### src/rtl/dsm_pkg.sv
package dsm_pkg;

  localparam int unsigned ORD_W     = 2;
  localparam int unsigned MAX_ORDER = 1 << ORD_W;

  typedef enum logic [ORD_W-1:0] {
    ORD_1 = 2'b00,
    ORD_2 = 2'b01,
    ORD_3 = 2'b10,
    ORD_4 = 2'b11
  } order_e;

  typedef enum logic [1:0] {
    DITH_OFF  = 2'b00,
    DITH_ON   = 2'b01,
    DITH_ON_B = 2'b10,
    DITH_ON_C = 2'b11
  } dith_e;

  // largest positive offset for an order code: 2^(k-1) with k = code+1
  function automatic int ofs_max(input logic [ORD_W-1:0] code);
    return 1 << code;
  endfunction

  // most negative offset for an order code: -(2^(k-1)-1)
  function automatic int ofs_min(input logic [ORD_W-1:0] code);
    return 1 - (1 << code);
  endfunction

endpackage

### src/rtl/dsm_acc_stage.sv
module dsm_acc_stage #(
  parameter int unsigned ACC_W = 22,
  parameter int unsigned IN_W  = ACC_W + 1
) (
  input  logic             clk,
  input  logic             rst_n,
  input  logic             clr,
  input  logic             en,
  input  logic             active,
  input  logic [ACC_W-1:0] den,
  input  logic [IN_W-1:0]  add_in,
  output logic [ACC_W-1:0] acc_nxt,
  output logic             carry
);

  localparam int unsigned SUM_W = IN_W + 1;

  logic [ACC_W-1:0] acc_q;
  logic [ACC_W-1:0] acc_n;
  logic [SUM_W-1:0] sum;

  // wrap modulo the denominator; inputs stay below 2*den so one subtract suffices
  always_comb begin
    sum     = {1'b0, add_in} + SUM_W'(acc_q);
    carry   = active && (sum >= SUM_W'(den));
    acc_nxt = '0;
    if (active) begin
      acc_nxt = sum[ACC_W-1:0] - (carry ? den : '0);
    end
  end

  always_comb begin
    acc_n = acc_q;
    if (clr) begin
      acc_n = '0;
    end else if (en) begin
      acc_n = acc_nxt;
    end
  end

  always_ff @(posedge clk or negedge rst_n) begin
    if (!rst_n) begin
      acc_q <= '0;
    end else begin
      acc_q <= acc_n;
    end
  end

  // a load leaves the accumulator at zero
  a_r10_clear_zero: assert property (@(posedge clk) disable iff (!rst_n)
    clr |=> (acc_q == '0));

  // a running accumulator never reaches the denominator
  a_r4_acc_below_den: assert property (@(posedge clk) disable iff (!rst_n)
    (active && !clr && den != '0) |-> (acc_q < den));

  // an idle stage never reports a carry
  a_r3_idle_no_carry: assert property (@(posedge clk) disable iff (!rst_n)
    !active |-> !carry);

endmodule

### src/rtl/dsm_lfsr.sv
module dsm_lfsr #(
  parameter int unsigned       W    = 16,
  parameter logic [W-1:0]      TAPS = 16'hB400,
  parameter logic [W-1:0]      SEED = 16'hACE1
) (
  input  logic clk,
  input  logic rst_n,
  input  logic en,
  output logic bit_o
);

  logic [W-1:0] state_q;
  logic [W-1:0] state_n;

  always_comb begin
    state_n = state_q;
    if (en) begin
      state_n = state_q[0] ? ((state_q >> 1) ^ TAPS) : (state_q >> 1);
    end
  end

  always_ff @(posedge clk or negedge rst_n) begin
    if (!rst_n) begin
      state_q <= SEED;
    end else begin
      state_q <= state_n;
    end
  end

  assign bit_o = state_q[0];

  // the noise source never locks up in the all-zero state
  a_r9_lfsr_alive: assert property (@(posedge clk) disable iff (!rst_n)
    state_q != '0);

endmodule

### src/rtl/dsm_mash_sum.sv
module dsm_mash_sum #(
  parameter int unsigned N_ST  = 4,
  parameter int unsigned OUT_W = N_ST + 1
) (
  input  logic                    clk,
  input  logic                    rst_n,
  input  logic                    clr,
  input  logic                    en,
  input  logic [N_ST-1:0]         carry,
  output logic signed [OUT_W-1:0] y
);

  logic signed [OUT_W-1:0] y_c    [N_ST];
  logic signed [OUT_W-1:0] y_prev [1:N_ST-1];

  // deepest stage passes straight through; each earlier stage adds the
  // first difference of the stage below it
  assign y_c[N_ST-1] = OUT_W'(carry[N_ST-1]);

  for (genvar i = 0; i < N_ST - 1; i++) begin : g_diff
    assign y_c[i] = OUT_W'(carry[i]) + y_c[i+1] - y_prev[i+1];
  end

  for (genvar i = 1; i < N_ST; i++) begin : g_hist
    logic signed [OUT_W-1:0] hist_n;
    always_comb begin
      hist_n = y_prev[i];
      if (clr) begin
        hist_n = '0;
      end else if (en) begin
        hist_n = y_c[i];
      end
    end
    always_ff @(posedge clk or negedge rst_n) begin
      if (!rst_n) begin
        y_prev[i] <= '0;
      end else begin
        y_prev[i] <= hist_n;
      end
    end
  end

  assign y = y_c[0];

  // a load empties the difference history
  a_r10_hist_clear: assert property (@(posedge clk) disable iff (!rst_n)
    clr |=> (y_prev[1] == '0));

  // history only moves on a step or a load
  a_r2_hist_hold: assert property (@(posedge clk) disable iff (!rst_n)
    (!en && !clr) |=> $stable(y_prev[1]));

endmodule

### src/rtl/fracn_dsm.sv
module fracn_dsm
  import dsm_pkg::*;
#(
  parameter int unsigned        LO_W       = 12,
  parameter int unsigned        HI_W       = 10,
  parameter int unsigned        LFSR_W     = 16,
  parameter logic [LFSR_W-1:0]  LFSR_TAPS  = 16'hB400,
  parameter logic [LFSR_W-1:0]  LFSR_SEED  = 16'hACE1
) (
  input  logic                   clk,
  input  logic                   rst_n,
  input  logic                   cfg_load,
  input  logic [1:0]             ord_sel,
  input  logic                   wide_en,
  input  logic [LO_W-1:0]        num_lo,
  input  logic [HI_W-1:0]        num_hi,
  input  logic [LO_W-1:0]        den_lo,
  input  logic [HI_W-1:0]        den_hi,
  input  logic [1:0]             dith_sel,
  input  logic                   step,
  output logic                   nofs_vld,
  output logic signed [MAX_ORDER:0] nofs
);

  localparam int unsigned ACC_W = LO_W + HI_W;
  localparam int unsigned IN_W  = ACC_W + 1;
  localparam int unsigned N_ST  = MAX_ORDER;
  localparam int unsigned OUT_W = N_ST + 1;

  // ---------------- reset: asserted at once, released on a clock edge
  logic [1:0] rst_pipe;
  logic       rst_int_n;

  always_ff @(posedge clk or negedge rst_n) begin
    if (!rst_n) begin
      rst_pipe <= '0;
    end else begin
      rst_pipe <= {rst_pipe[0], 1'b1};
    end
  end
  assign rst_int_n = rst_pipe[1];

  // ---------------- configuration capture
  order_e           order_q, order_n;
  dith_e            dith_q,  dith_n;
  logic [ACC_W-1:0] num_q,   num_n;
  logic [ACC_W-1:0] den_q,   den_n;
  logic             armed_q, armed_n;
  logic [ACC_W-1:0] num_full, den_full;

  always_comb begin
    if (wide_en) begin
      num_full = {num_hi, num_lo};
      den_full = {den_hi, den_lo};
    end else begin
      num_full = {{HI_W{1'b0}}, num_lo};
      den_full = {{HI_W{1'b0}}, den_lo};
    end
  end

  always_comb begin
    order_n = order_q;
    dith_n  = dith_q;
    num_n   = num_q;
    den_n   = den_q;
    armed_n = armed_q;
    if (cfg_load) begin
      order_n = order_e'(ord_sel);
      dith_n  = dith_e'(dith_sel);
      num_n   = num_full;
      den_n   = den_full;
      armed_n = 1'b1;
    end
  end

  always_ff @(posedge clk or negedge rst_int_n) begin
    if (!rst_int_n) begin
      order_q <= ORD_1;
      dith_q  <= DITH_OFF;
      num_q   <= '0;
      den_q   <= '0;
      armed_q <= 1'b0;
    end else begin
      order_q <= order_n;
      dith_q  <= dith_n;
      num_q   <= num_n;
      den_q   <= den_n;
      armed_q <= armed_n;
    end
  end

  // a load takes priority over a step in the same cycle
  logic step_ok;
  assign step_ok = step && armed_q && !cfg_load;

  // ---------------- dither source
  logic noise_bit;
  logic dith_bit;

  dsm_lfsr #(
    .W    (LFSR_W),
    .TAPS (LFSR_TAPS),
    .SEED (LFSR_SEED)
  ) u_noise (
    .clk   (clk),
    .rst_n (rst_int_n),
    .en    (step_ok),
    .bit_o (noise_bit)
  );

  assign dith_bit = (dith_q != DITH_OFF) && noise_bit;

  // ---------------- accumulator cascade
  logic [ACC_W-1:0] acc_d  [N_ST];
  logic [N_ST-1:0]  carries;
  logic [N_ST-1:0]  st_act;

  for (genvar i = 0; i < N_ST; i++) begin : g_stage
    logic [IN_W-1:0] add_in;

    assign st_act[i] = (i <= int'(order_q));

    if (i == 0) begin : g_head
      assign add_in = {1'b0, num_q} + IN_W'(dith_bit);
    end else begin : g_tail
      assign add_in = {1'b0, acc_d[i-1]};
    end

    dsm_acc_stage #(
      .ACC_W (ACC_W),
      .IN_W  (IN_W)
    ) u_acc (
      .clk     (clk),
      .rst_n   (rst_int_n),
      .clr     (cfg_load),
      .en      (step_ok),
      .active  (st_act[i]),
      .den     (den_q),
      .add_in  (add_in),
      .acc_nxt (acc_d[i]),
      .carry   (carries[i])
    );
  end

  // ---------------- carry combination
  logic signed [OUT_W-1:0] y_sum;

  dsm_mash_sum #(
    .N_ST  (N_ST),
    .OUT_W (OUT_W)
  ) u_sum (
    .clk   (clk),
    .rst_n (rst_int_n),
    .clr   (cfg_load),
    .en    (step_ok),
    .carry (carries),
    .y     (y_sum)
  );

  // ---------------- output register
  logic signed [OUT_W-1:0] nofs_q, nofs_n;
  logic                    vld_q;

  always_comb begin
    nofs_n = nofs_q;
    if (step_ok) begin
      nofs_n = y_sum;
    end
  end

  always_ff @(posedge clk or negedge rst_int_n) begin
    if (!rst_int_n) begin
      nofs_q <= '0;
      vld_q  <= 1'b0;
    end else begin
      nofs_q <= nofs_n;
      vld_q  <= step_ok;
    end
  end

  assign nofs     = nofs_q;
  assign nofs_vld = vld_q;

  // ---------------- properties
  // nothing is produced before the first configuration
  a_r1_quiet_unarmed: assert property (@(posedge clk) disable iff (!rst_int_n)
    !armed_q |-> !nofs_vld);

  // a step gives exactly one valid cycle
  a_r2_vld_after_step: assert property (@(posedge clk) disable iff (!rst_int_n)
    (step && armed_q && !cfg_load) |=> nofs_vld);

  // no step, no valid, offset held
  a_r2_hold_idle: assert property (@(posedge clk) disable iff (!rst_int_n)
    !(step && armed_q && !cfg_load) |=> (!nofs_vld && $stable(nofs)));

  // offset range bounded by the selected order
  a_r3_ofs_range: assert property (@(posedge clk) disable iff (!rst_int_n)
    nofs_vld |-> (int'(nofs) <= ofs_max(order_q) && int'(nofs) >= ofs_min(order_q)));

  // a load cycle never produces an offset
  a_r11_load_wins: assert property (@(posedge clk) disable iff (!rst_int_n)
    cfg_load |=> !nofs_vld);

  // the deepest stage also stays below the denominator while stepping
  a_r4_tail_below_den: assert property (@(posedge clk) disable iff (!rst_int_n)
    (step_ok && den_q != '0) |-> (acc_d[N_ST-1] < den_q));

endmodule

### config.mk
export PLATFORM = sky130hd
export DESIGN_NAME = fracn_dsm
export DESIGN_NICKNAME = d
export VERILOG_FILES = /design/src/rtl/dsm_pkg.sv /design/src/rtl/dsm_acc_stage.sv /design/src/rtl/dsm_lfsr.sv /design/src/rtl/dsm_mash_sum.sv /design/src/rtl/fracn_dsm.sv
export SDC_FILE = /design/constraint.sdc
export NUM_CORES = 1
export LEC_CHECK = 0
export ABC_CLOCK_PERIOD_IN_PS = 5400
export BUFFER_PORTS_ARGS = -buffer_cell sky130_fd_sc_hd__buf_2
export CORE_UTILIZATION = 30
export DETAILED_ROUTE_END_ITERATION = 8
export PLACE_DENSITY = 0.48
export SLEW_MARGIN = 20
export SYNTH_ARGS = -nofsm -noshare
export SYNTH_HDL_FRONTEND = slang
export SYNTH_SLANG_ARGS = --single-unit
export TNS_END_PERCENT = 100
### constraint.sdc
create_clock -name clk -period 5.4 [get_ports clk]
set_input_delay 0.54 -clock clk [delete_from_list [all_inputs] [get_ports clk]]
set_output_delay 0.54 -clock clk [all_outputs]
set_load 0.01 [all_outputs]
==> results by group, run 1 <==
Synthesis
  • Syn Nets: 2366
  • Post-Synthesis Cell Area: 16990 um^2
  • Top cells by area, synth: dfrtp_1 24%, ha_1 20%, nand2_1 6.1%, xnor2_1 5.1%, o21ai_0 4.2%
  • Share of the synthesized area in the top cell type: 0.2387
  • Synth async-reset ratio: 1.000
  • Yosys top cell by area: dfrtp_1
  • Post-synth cell types: 78
  • Top FF cell, synth: dfrtp_1
  • Avg Cell Area, Syn: 8.392 um^2
  • Mapped Cells: 2024
  • Yosys warns: 0
  • Number of synthesized flops with an enable pin: 0
  • Register area share after synthesis: 0.2510
  • Synthesized flop and latch total: 170

Cells and area
  • Layout Nets: 3204
  • Share of layout cells above drive strength 1: 0.4400
  • Final instance area: 27150 um^2
  • Area growth, synth to finish: 59.87%
  • Number of diodes: 0

Global route
  • GRT Overall Usage: 0.2232
  • Number of global-route vias before repair: 18650
  • Overflow left after global routing: 0
  • Largest net degree at the start of global routing: 67
  • Global-route wire length before repair: 98.45 mm
  • Initial antenna violation count: 0

STA
  • Slew Viols, Final: 0
  • Setup-failing EPs final: 97
  • Slew HR: 0.3490
  • Final Hold Fails: 0
  • Fmax: 46.91 MHz
  • Worst Clk Skew: 22.88 ps
  • Fin worst setup slack: -15920 ps
  • Final worst path period share: 3.948
  • Worst slew pin tran: 976.6 ps
  • RSZ-0062 raised after global routing: yes
  • Setup TNS: -888600 ps
  • Tmin final: 21320 ps

Placed design
  • Placed Area: 24050 um^2
  • Gpl congestion: 0.9538
  • Detailed Place HPWL: 48.71 mm
  • IO buf count: 58

Critical path
  • Arrival time at the worst endpoint: 21680 ps
  • Critical Path Source Type: flop
  • CP endpoint kind: flop
  • Crit path kind: flop to flop
  • CP most frequent cell: a21oi_2
  • CP max stage delay: 570 ps
  • Critical path's top delay family: compound AO/OA/AOI/OAI gates
  • Worst path buffer plus inverter count: 12
  • Critical Path Stages: 125
  • FF-to-FF path depth: 125
  • Flop-to-flop setup slack: -15920 ps
  • CP max stage cell: fa_2
  • WP data required: 5760 ps
  • Crit path max fanout: 5

Floorplan
  • Core area: 55520 um^2
  • Initial Utilization: 0.3059
  • Die W: 239.9 um
  • Die Y: 239.9 um
  • FP Rows: 86
  • Die Area: 57570 um^2
  • Top Ports: 59

Routing
  • Drt pass-1 iters: 5
  • Final ANT Viol Nets: 0
  • Via Count: 17950
  • Detailed-route DRC error count: 0
  • Vias per inst: 4.955
  • DR WL/cell: 17.44 um
  • DRT Wirelength: 63.17 mm
  • First-iteration detailed-routing DRC count: 831

Clock tree
  • CTS root buffer: clkbuf_16
  • TritonCTS Buffers: 17
  • Latest clock arrival within the worst-skew pair: 520 ps
  • Sink Count: 170
  • CTS max path bufs: 2
  • CTS clock-pin slew for the worst setup and hold paths: 90 ps
  • H-tree depth reported by CTS: 4
  • CTS tree: built

Hold path
  • Hold Path Class: input port to flop
  • Hold path cells: 3

Outcome
  • Violated checks: setup timing
  • Status: finished, violations left

Job
  • Max Cap Viol: 0
[through the flow]
stage / hold slack (ps) / setup slack [ps] / cells / util
6_report: 224.1 / -15920 / 3623 / 0.4891
5_1_grt: 226.9 / -17070 / 3623 / 0.4891
4_1_cts: 192.1 / -15810 / 3581 / 0.4686
3_5_place_dp: 336.6 / -16560 / 3486 / 0.4332
3_3_place_gp: 330.3 / -16220 / 3486 / 0.4332
2_1_floorplan: 244.4 / -14660 / 2024 / -
[final cells by class]
cell class / count / area (um^2)
multi-input cells: 1684 / 14240
well taps: 748 / 935.9
inverters: 120 / 460.4
fillers: 5269 / 28370
clock buffers: 18 / 439.2
repair buffers: 869 / 6631
clock inverters: 14 / 175.2
flip-flops and latches: 170 / 4268
[synthesized netlist by cell type, drive strengths merged (8+ instances only)]
library cell,n
a31oi,18
o21bai,19
or3,11
or2,12
a22o,55
dfstp,8
a211oi,22
fa,11
dfrtp,162
o31ai,12
and2,21
xnor2,99
mux2,15
nand2,278
nor2,118
o211ai,16
nand2b,29
o21ai,158
a21oi,137
nor2b,17
xor2,40
nand3,28
nor3,36
nor4,9
ha,278
a21o,90
inv,120
nand4,17
and3,18
o21a,32
clkbuf,46
[cells by family after synthesis]
logic type | after synthesis | synth area share
buffers and inverters | 170 | 0.03757
and+or+nand+nor | 612 | 0.1649
other | 1 | 0.0002208
adders and majority gates | 289 | 0.2178
DFF | 170 | 0.2510
xor gates and xnor gates | 141 | 0.07433
muxes | 17 | 0.01112
AOI/OAI and AO/OA | 624 | 0.2430
[worst register-to-register path, delay by kind of cell (launching register included)]
family | cells | cell delay [ps]
buffers and inverters | 12 | 960
and+or+nand+nor | 22 | 3040
DFF | 1 | 540
AOI/OAI and AO/OA | 60 | 9170
xor gates and xnor gates | 9 | 1400
adders and majority gates | 22 | 6120
[cell usage in the layout (no fill, tap or decap), types with 10 or more instances in the layout]
cell       count
nor2_2        16
o21ai_2       23
o21ai_1       42
xnor2_1       62
nand2b_1      27
ha_4          42
dfrtp_1      161
a22o_1        55
nand4_1       17
nand2_1      254
inv_1        104
o21bai_1      17
xnor2_2       33
o21a_1        32
nor2b_1       12
xor2_1        32
a21oi_2       50
ha_1         232
o21ai_0       91
o211ai_1      16
buf_2         58
buf_4        751
nand3_1       26
a211oi_1      14
inv_2         12
nand2_2       10
and2_1        13
a21oi_1       79
and3_1        14
a21o_1        90
buf_6         54
clkbuf_16     17
nor3_1        30
mux2_2        14
nand2_4       14
nor2_1       100
[routing by layer]
metal,global-route usage,wire length [um],vias to the layer above
li1,-,-,9002
met1,0.2954,30070,8611
met2,0.3703,29520,264
met3,0.02445,1830,74
met4,0.08763,1754,0
met5,0,0,-
[timing repair]
action                                  CTS  global route
pin swaps                               164           144
cloned                                    0             0
hold buffers                              1             0
endpoints found under the hold margin     2             0
resized for setup                       176           169
endpoints found under the setup margin   98           101
buffers inserted                        119            61
[path summary, 6_finish.rpt]
| kind | startpoint | endpoint |
|---|---|---|
| worst min register to register | rst_pipe[0] | rst_pipe[1] |
| worst max register to register | u_noise.state_q[0] | nofs[4] |
| min in group asynchronous | rst_n | rst_pipe[1] |
| worst max-delay path | u_noise.state_q[0] | nofs[4] |
| max in group asynchronous | rst_pipe[1] | g_stage[3].u_acc.acc_q[2] |
| worst min-delay path | num_lo[0] | num_q[0] |
[state kept, by name (all words and copies together) (netlist names)]
name / count
rst_pipe: 2
g_stage.u_acc.acc_q: 88
nofs: 5
order_q: 2
armed_q: 1
nofs_vld: 1
u_sum.y_prev: 9
den_q: 22
dith_q: 2
u_noise.state_q: 16
num_q: 22
Power of run 1 is left out: the tool's default activity adds up to more than one toggle a clock period on the data nets, which glitch-free logic cannot reach.
==> run 2, diff against run 1 <==
- ABC_AREA: default -> 1
- CORE_ASPECT_RATIO: default -> 0.8
- CORE_UTILIZATION: 30 -> 58
- PLACE_DENSITY: 0.48 -> 0.8
==> run 2 against run 1 <==
  * The flow now stops in 5_1_grt
  * Area after synthesis rose by 4.5%
  * Synthesized cell count rose by 22%
==> results by group, run 2 <==
Synthesis
  • Number of synthesized flops with an enable pin: 0
  • Post-synth cell types: 66
  • Yosys warns: 0
  • Post-Synth Adder-Cell Area: 0.2084
  • Avg Cell Area, Syn: 7.210 um^2
  • Register area share after synthesis: 0.2402
  • Synth async-reset ratio: 1.000
  • Simple-gate share of the synthesized area: 0.2373
  • Largest family of logic cells by synthesized area: simple AND/OR/NAND/NOR gates
  • Syn Nets: 2804
  • Most instantiated cells after synthesis: 685 x nand2_1, 278 x ha_1, 272 x inv_1
  • Complex-gate fraction of the synthesized area: 0.1860
  • Post-Synthesis Cell Area: 17750 um^2
  • Top-count cell post-synth: nand2_1
  • Top FF cell, synth: dfrtp_1
  • Post-synthesis mux area share: 0
  • Share of the synthesized area in the top cell type: 0.2284
  • Yosys top cell by area: dfrtp_1
  • Top cells by area, synth: dfrtp_1 23%, ha_1 20%, nand2_1 14%, inv_1 5.8%, a21oi_1 5.7%
  • Synthesized flop and latch total: 170
  • Synth Area in XOR/XNOR: 0.05512
  • Mapped Cells: 2462

Outcome
  • Status: aborted with a tool error
  • Last stage: 5_1_grt
  • Run Error: [ERROR GRT-0232] Routing congestion too high. Check the congestion heatmap in the GUI.

STA
  • Worst-path end type: register input
  • Worst_ep grt: nofs[4]$_DFFE_PN0P_/D

Clock tree
  • H-tree depth reported by CTS: 4
  • TritonCTS Buffers: 17
  • Sink Count: 170
  • CTS max path bufs: 2
  • CTS root buffer: clkbuf_16

Global route
  • Largest net degree at the start of global routing: 109
  • GRT Overall Usage: 0.8391
  • Overflow left after global routing: 207

Placed design
  • Post-Place Worst Slack: -14450 ps
  • Placed insts: 3571
  • IO buf count: 58
  • Detailed Place HPWL: 53.41 mm
  • Gpl congestion: 1.006

Floorplan
  • Initial Utilization: 0.5975
  • Die Y: 158.5 um
  • Top Ports: 59
  • Die W: 197.6 um
  • FP Rows: 56
==> run 2: cells by family after synthesis <==
group	Yosys count
xor gates and xnor gates	110
adders and majority gates	289
and+or+nand+nor	1014
buffers and inverters	334
other	1
DFF	170
AOI/OAI and AO/OA	544
==> run 2: stage by stage <==
step / cell area, um^2 / utilization
after floorplan: 18730 / -
after detailed placement: 24580 / 0.8272
after CTS: 26810 / 0.9025
after global placement: 24580 / 0.8272
==> run 2: metal layers <==
layer  GRT overflow  GRT usage
met5              0     0.4187
met4             77     0.8789
met3              5     0.7098
met2            114     0.9819
met1             11     0.8273
==> run 2: timing repair <==
item                                   in CTS
resized for setup                         257
hold buffers                                1
endpoints found under the hold margin       2
setup buffers                              79
pin swaps                                 194
setup endpoints to repair                  92
==> run 3, diff against run 2 <==
- ABC_CLOCK_PERIOD_IN_PS: 5400 -> 7000
- CORE_ASPECT_RATIO: 0.8 -> default
- CORE_UTILIZATION: 58 -> 40
- PLACE_DENSITY: 0.8 -> default
- PLACE_DENSITY_LB_ADDON: default -> 0.15
- clock period: 5.4 -> 7 ns (I/O delays scaled with it)
==> run 3 against run 2 <==
  * The flow now finishes, with violations (setup timing)
  * Area after synthesis did not move
  * Synthesized cell count is the same
==> results by group, run 3 <==
Placed design
  • IO buf count: 58
  • Placed Area: 25070 um^2
  • Placed insts: 3789
  • Gpl congestion: 0.9330
  • Detailed Place HPWL: 52.82 mm

Clock tree
  • Sink Count: 170
  • TritonCTS Buffers: 17
  • CTS clock-pin slew for the worst setup and hold paths: 80 ps
  • Latest clock arrival within the worst-skew pair: 520 ps
  • H-tree depth reported by CTS: 4
  • CTS root buffer: clkbuf_16
  • CTS max path bufs: 2
  • CTS tree: built

Floorplan
  • Die Y: 212.7 um
  • Core area: 43460 um^2
  • Initial Utilization: 0.4085
  • FP Rows: 76
  • Die W: 212.7 um
  • Die Area: 45220 um^2
  • Top Ports: 59

Synthesis
  • Yosys warns: 0
  • Post-synth cell types: 66
  • Top-count cell post-synth: nand2_1
  • Top cells by area, synth: dfrtp_1 23%, ha_1 20%, nand2_1 14%, inv_1 5.8%, a21oi_1 5.7%
  • Post-Synthesis Cell Area: 17750 um^2
  • Yosys top cell by area: dfrtp_1
  • Top FF cell, synth: dfrtp_1
  • Synth async-reset ratio: 1.000
  • Syn Nets: 2804
  • Synthesized flop and latch total: 170
  • Most instantiated cells after synthesis: 685 x nand2_1, 278 x ha_1, 272 x inv_1
  • Register area share after synthesis: 0.2402
  • Share of the synthesized area in the top cell type: 0.2284
  • Number of synthesized flops with an enable pin: 0
  • Avg Cell Area, Syn: 7.210 um^2
  • Mapped Cells: 2462

Critical path
  • Critical Path Source Type: flop
  • CP most frequent cell: nand2_2
  • CP max stage cell: dfstp_2
  • Crit path max fanout: 5
  • WP data required: 7370 ps
  • Arrival time at the worst endpoint: 18920 ps
  • CP max stage delay: 550 ps
  • CP endpoint kind: flop
  • Crit path kind: flop to flop

Routing
  • Final ANT Viol Nets: 0
  • First-iteration detailed-routing DRC count: 1013
  • DRT Wirelength: 68.76 mm
  • DR WL/cell: 17.48 um
  • Vias per inst: 5.131
  • Drt pass-1 iters: 5
  • Detailed-route DRC error count: 0
  • Via Count: 20190

Cells and area
  • Largest register by flop count: g_stage.u_acc.acc_q
  • Post-Layout Cell Count: 3934
  • Layout Nets: 3678
  • Most common cell after layout, fill and taps aside: buf_4
  • Share of layout cells above drive strength 1: 0.4443
  • Final instance area: 28680 um^2
  • Number of diodes: 0
  • Top flop regs: g_stage.u_acc.acc_q (88), den_q (22), num_q (22)
  • Area growth, synth to finish: 61.58%
  • Flip-flop count of the largest register after layout: 88
  • Most frequent cells in the layout: 806 x buf_4, 593 x nand2_1, 240 x inv_1

Global route
  • Number of global-route vias before repair: 20720
  • Largest net degree at the start of global routing: 169
  • Overflow left after global routing: 0
  • GRT Overall Usage: 0.3062
  • Initial antenna violation count: 0
  • Global-route wire length before repair: 105.5 mm

STA
  • Final worst path period share: 2.651
  • Fin worst setup slack: -11560 ps
  • Fmax: 53.89 MHz
  • Tmin final: 18560 ps
  • RSZ-0062 raised after global routing: yes
  • Setup-failing EPs final: 80
  • Worst Clk Skew: 16.25 ps
  • Fin Hold WS: 362.5 ps
  • Setup TNS: -559380 ps
  • Slew HR: 0.2200
  • Final Hold Fails: 0
  • Worst slew pin tran: 1170 ps
  • Slew Viols, Final: 0

Job
  • Max Cap Viol: 0

Hold path
  • Hold Path Class: flop to flop

Outcome
  • Violated checks: setup timing
  • Status: finished, violations left
-- run 3: cell counts after synthesis --
No cell type changed its count.
-- run 3: repair_timing --
| action | CTS | global route |
|---|---|---|
| hold endpoints to repair | 2 | 0 |
| buffers inserted | 65 | 55 |
| gates cloned | 1 | 1 |
| hold buffers | 1 | 0 |
| resized for setup | 223 | 272 |
| setup endpoints to repair | 80 | 80 |
| pin swaps | 140 | 180 |
-- run 3: cell families (layout without fill, tap and decap cells) --
| kind of cell | after synthesis | in the layout | synth area share |
|---|---|---|---|
| XOR/XNOR | 110 | 110 | 0.05512 |
| AND/OR/NAND/NOR | 1014 | 1014 | 0.2373 |
| other | 1 | 1 | 0.0002113 |
| buffers and inverters | 334 | 1221 | 0.07274 |
| adder cells (fa/ha/maj) | 289 | 289 | 0.2084 |
| AO/OA/AOI/OAI | 544 | 544 | 0.1860 |
| flip-flops | 170 | 170 | 0.2402 |
-- run 3: per-stage QoR --
stage / util / worst slack [ps]
3_5_place_dp: 0.5768 / -12290
3_3_place_gp: 0.5768 / -12040
5_1_grt: 0.6600 / -12570
2_1_floorplan: - / -10280
6_report: 0.6600 / -11560
4_1_cts: 0.6247 / -11310
-- run 3: critical path: cells and delay by family (launching register included) --
family | cells | cell delay, ps
flip-flops | 1 | 550
adder cells (fa/ha/maj) | 20 | 5360
AND/OR/NAND/NOR | 48 | 4580
AO/OA/AOI/OAI | 35 | 4860
buffers and inverters | 19 | 1660
XOR/XNOR | 8 | 1340
-- run 3: worst paths after layout --
check	start	endpoint	slack (ps)	depth (start not counted)
max reg2reg	u_noise.state_q[0]	nofs[4]	-11560	130
min in group asynchronous	rst_pipe[1]	g_stage[3].u_acc.acc_q[21]	450	1
max	u_noise.state_q[0]	nofs[4]	-11560	130
min	rst_pipe[0]	rst_pipe[1]	360	0
min reg2reg	rst_pipe[0]	rst_pipe[1]	360	0
max in group asynchronous	rst_pipe[1]	den_q[17]	5590	1
-- run 3: area by class of cell --
| type | count | area [um^2] |
|---|---|---|
| repair inverters | 1 | 7.507 |
| inverters | 283 | 1080 |
| well taps | 585 | 732.0 |
| repair buffers | 905 | 6863 |
| clock inverters | 14 | 145.1 |
| clock buffers | 18 | 439.2 |
| flip-flops and latches | 170 | 4268 |
| fillers | 3726 | 14770 |
| multi-input cells | 1958 | 15150 |
-- run 3: layer usage --
| layer | up-vias | part of all wire | GRT usage |
|---|---|---|---|
| met2 | 368 | 0.49 | 0.5320 |
| met5 | - | 0 | 0 |
| li1 | 10050 | - | - |
| met3 | 141 | 0.028 | 0.04089 |
| met4 | 0 | 0.051 | 0.1709 |
| met1 | 9629 | 0.43 | 0.3633 |
Power of run 3 is left out for the same reason.
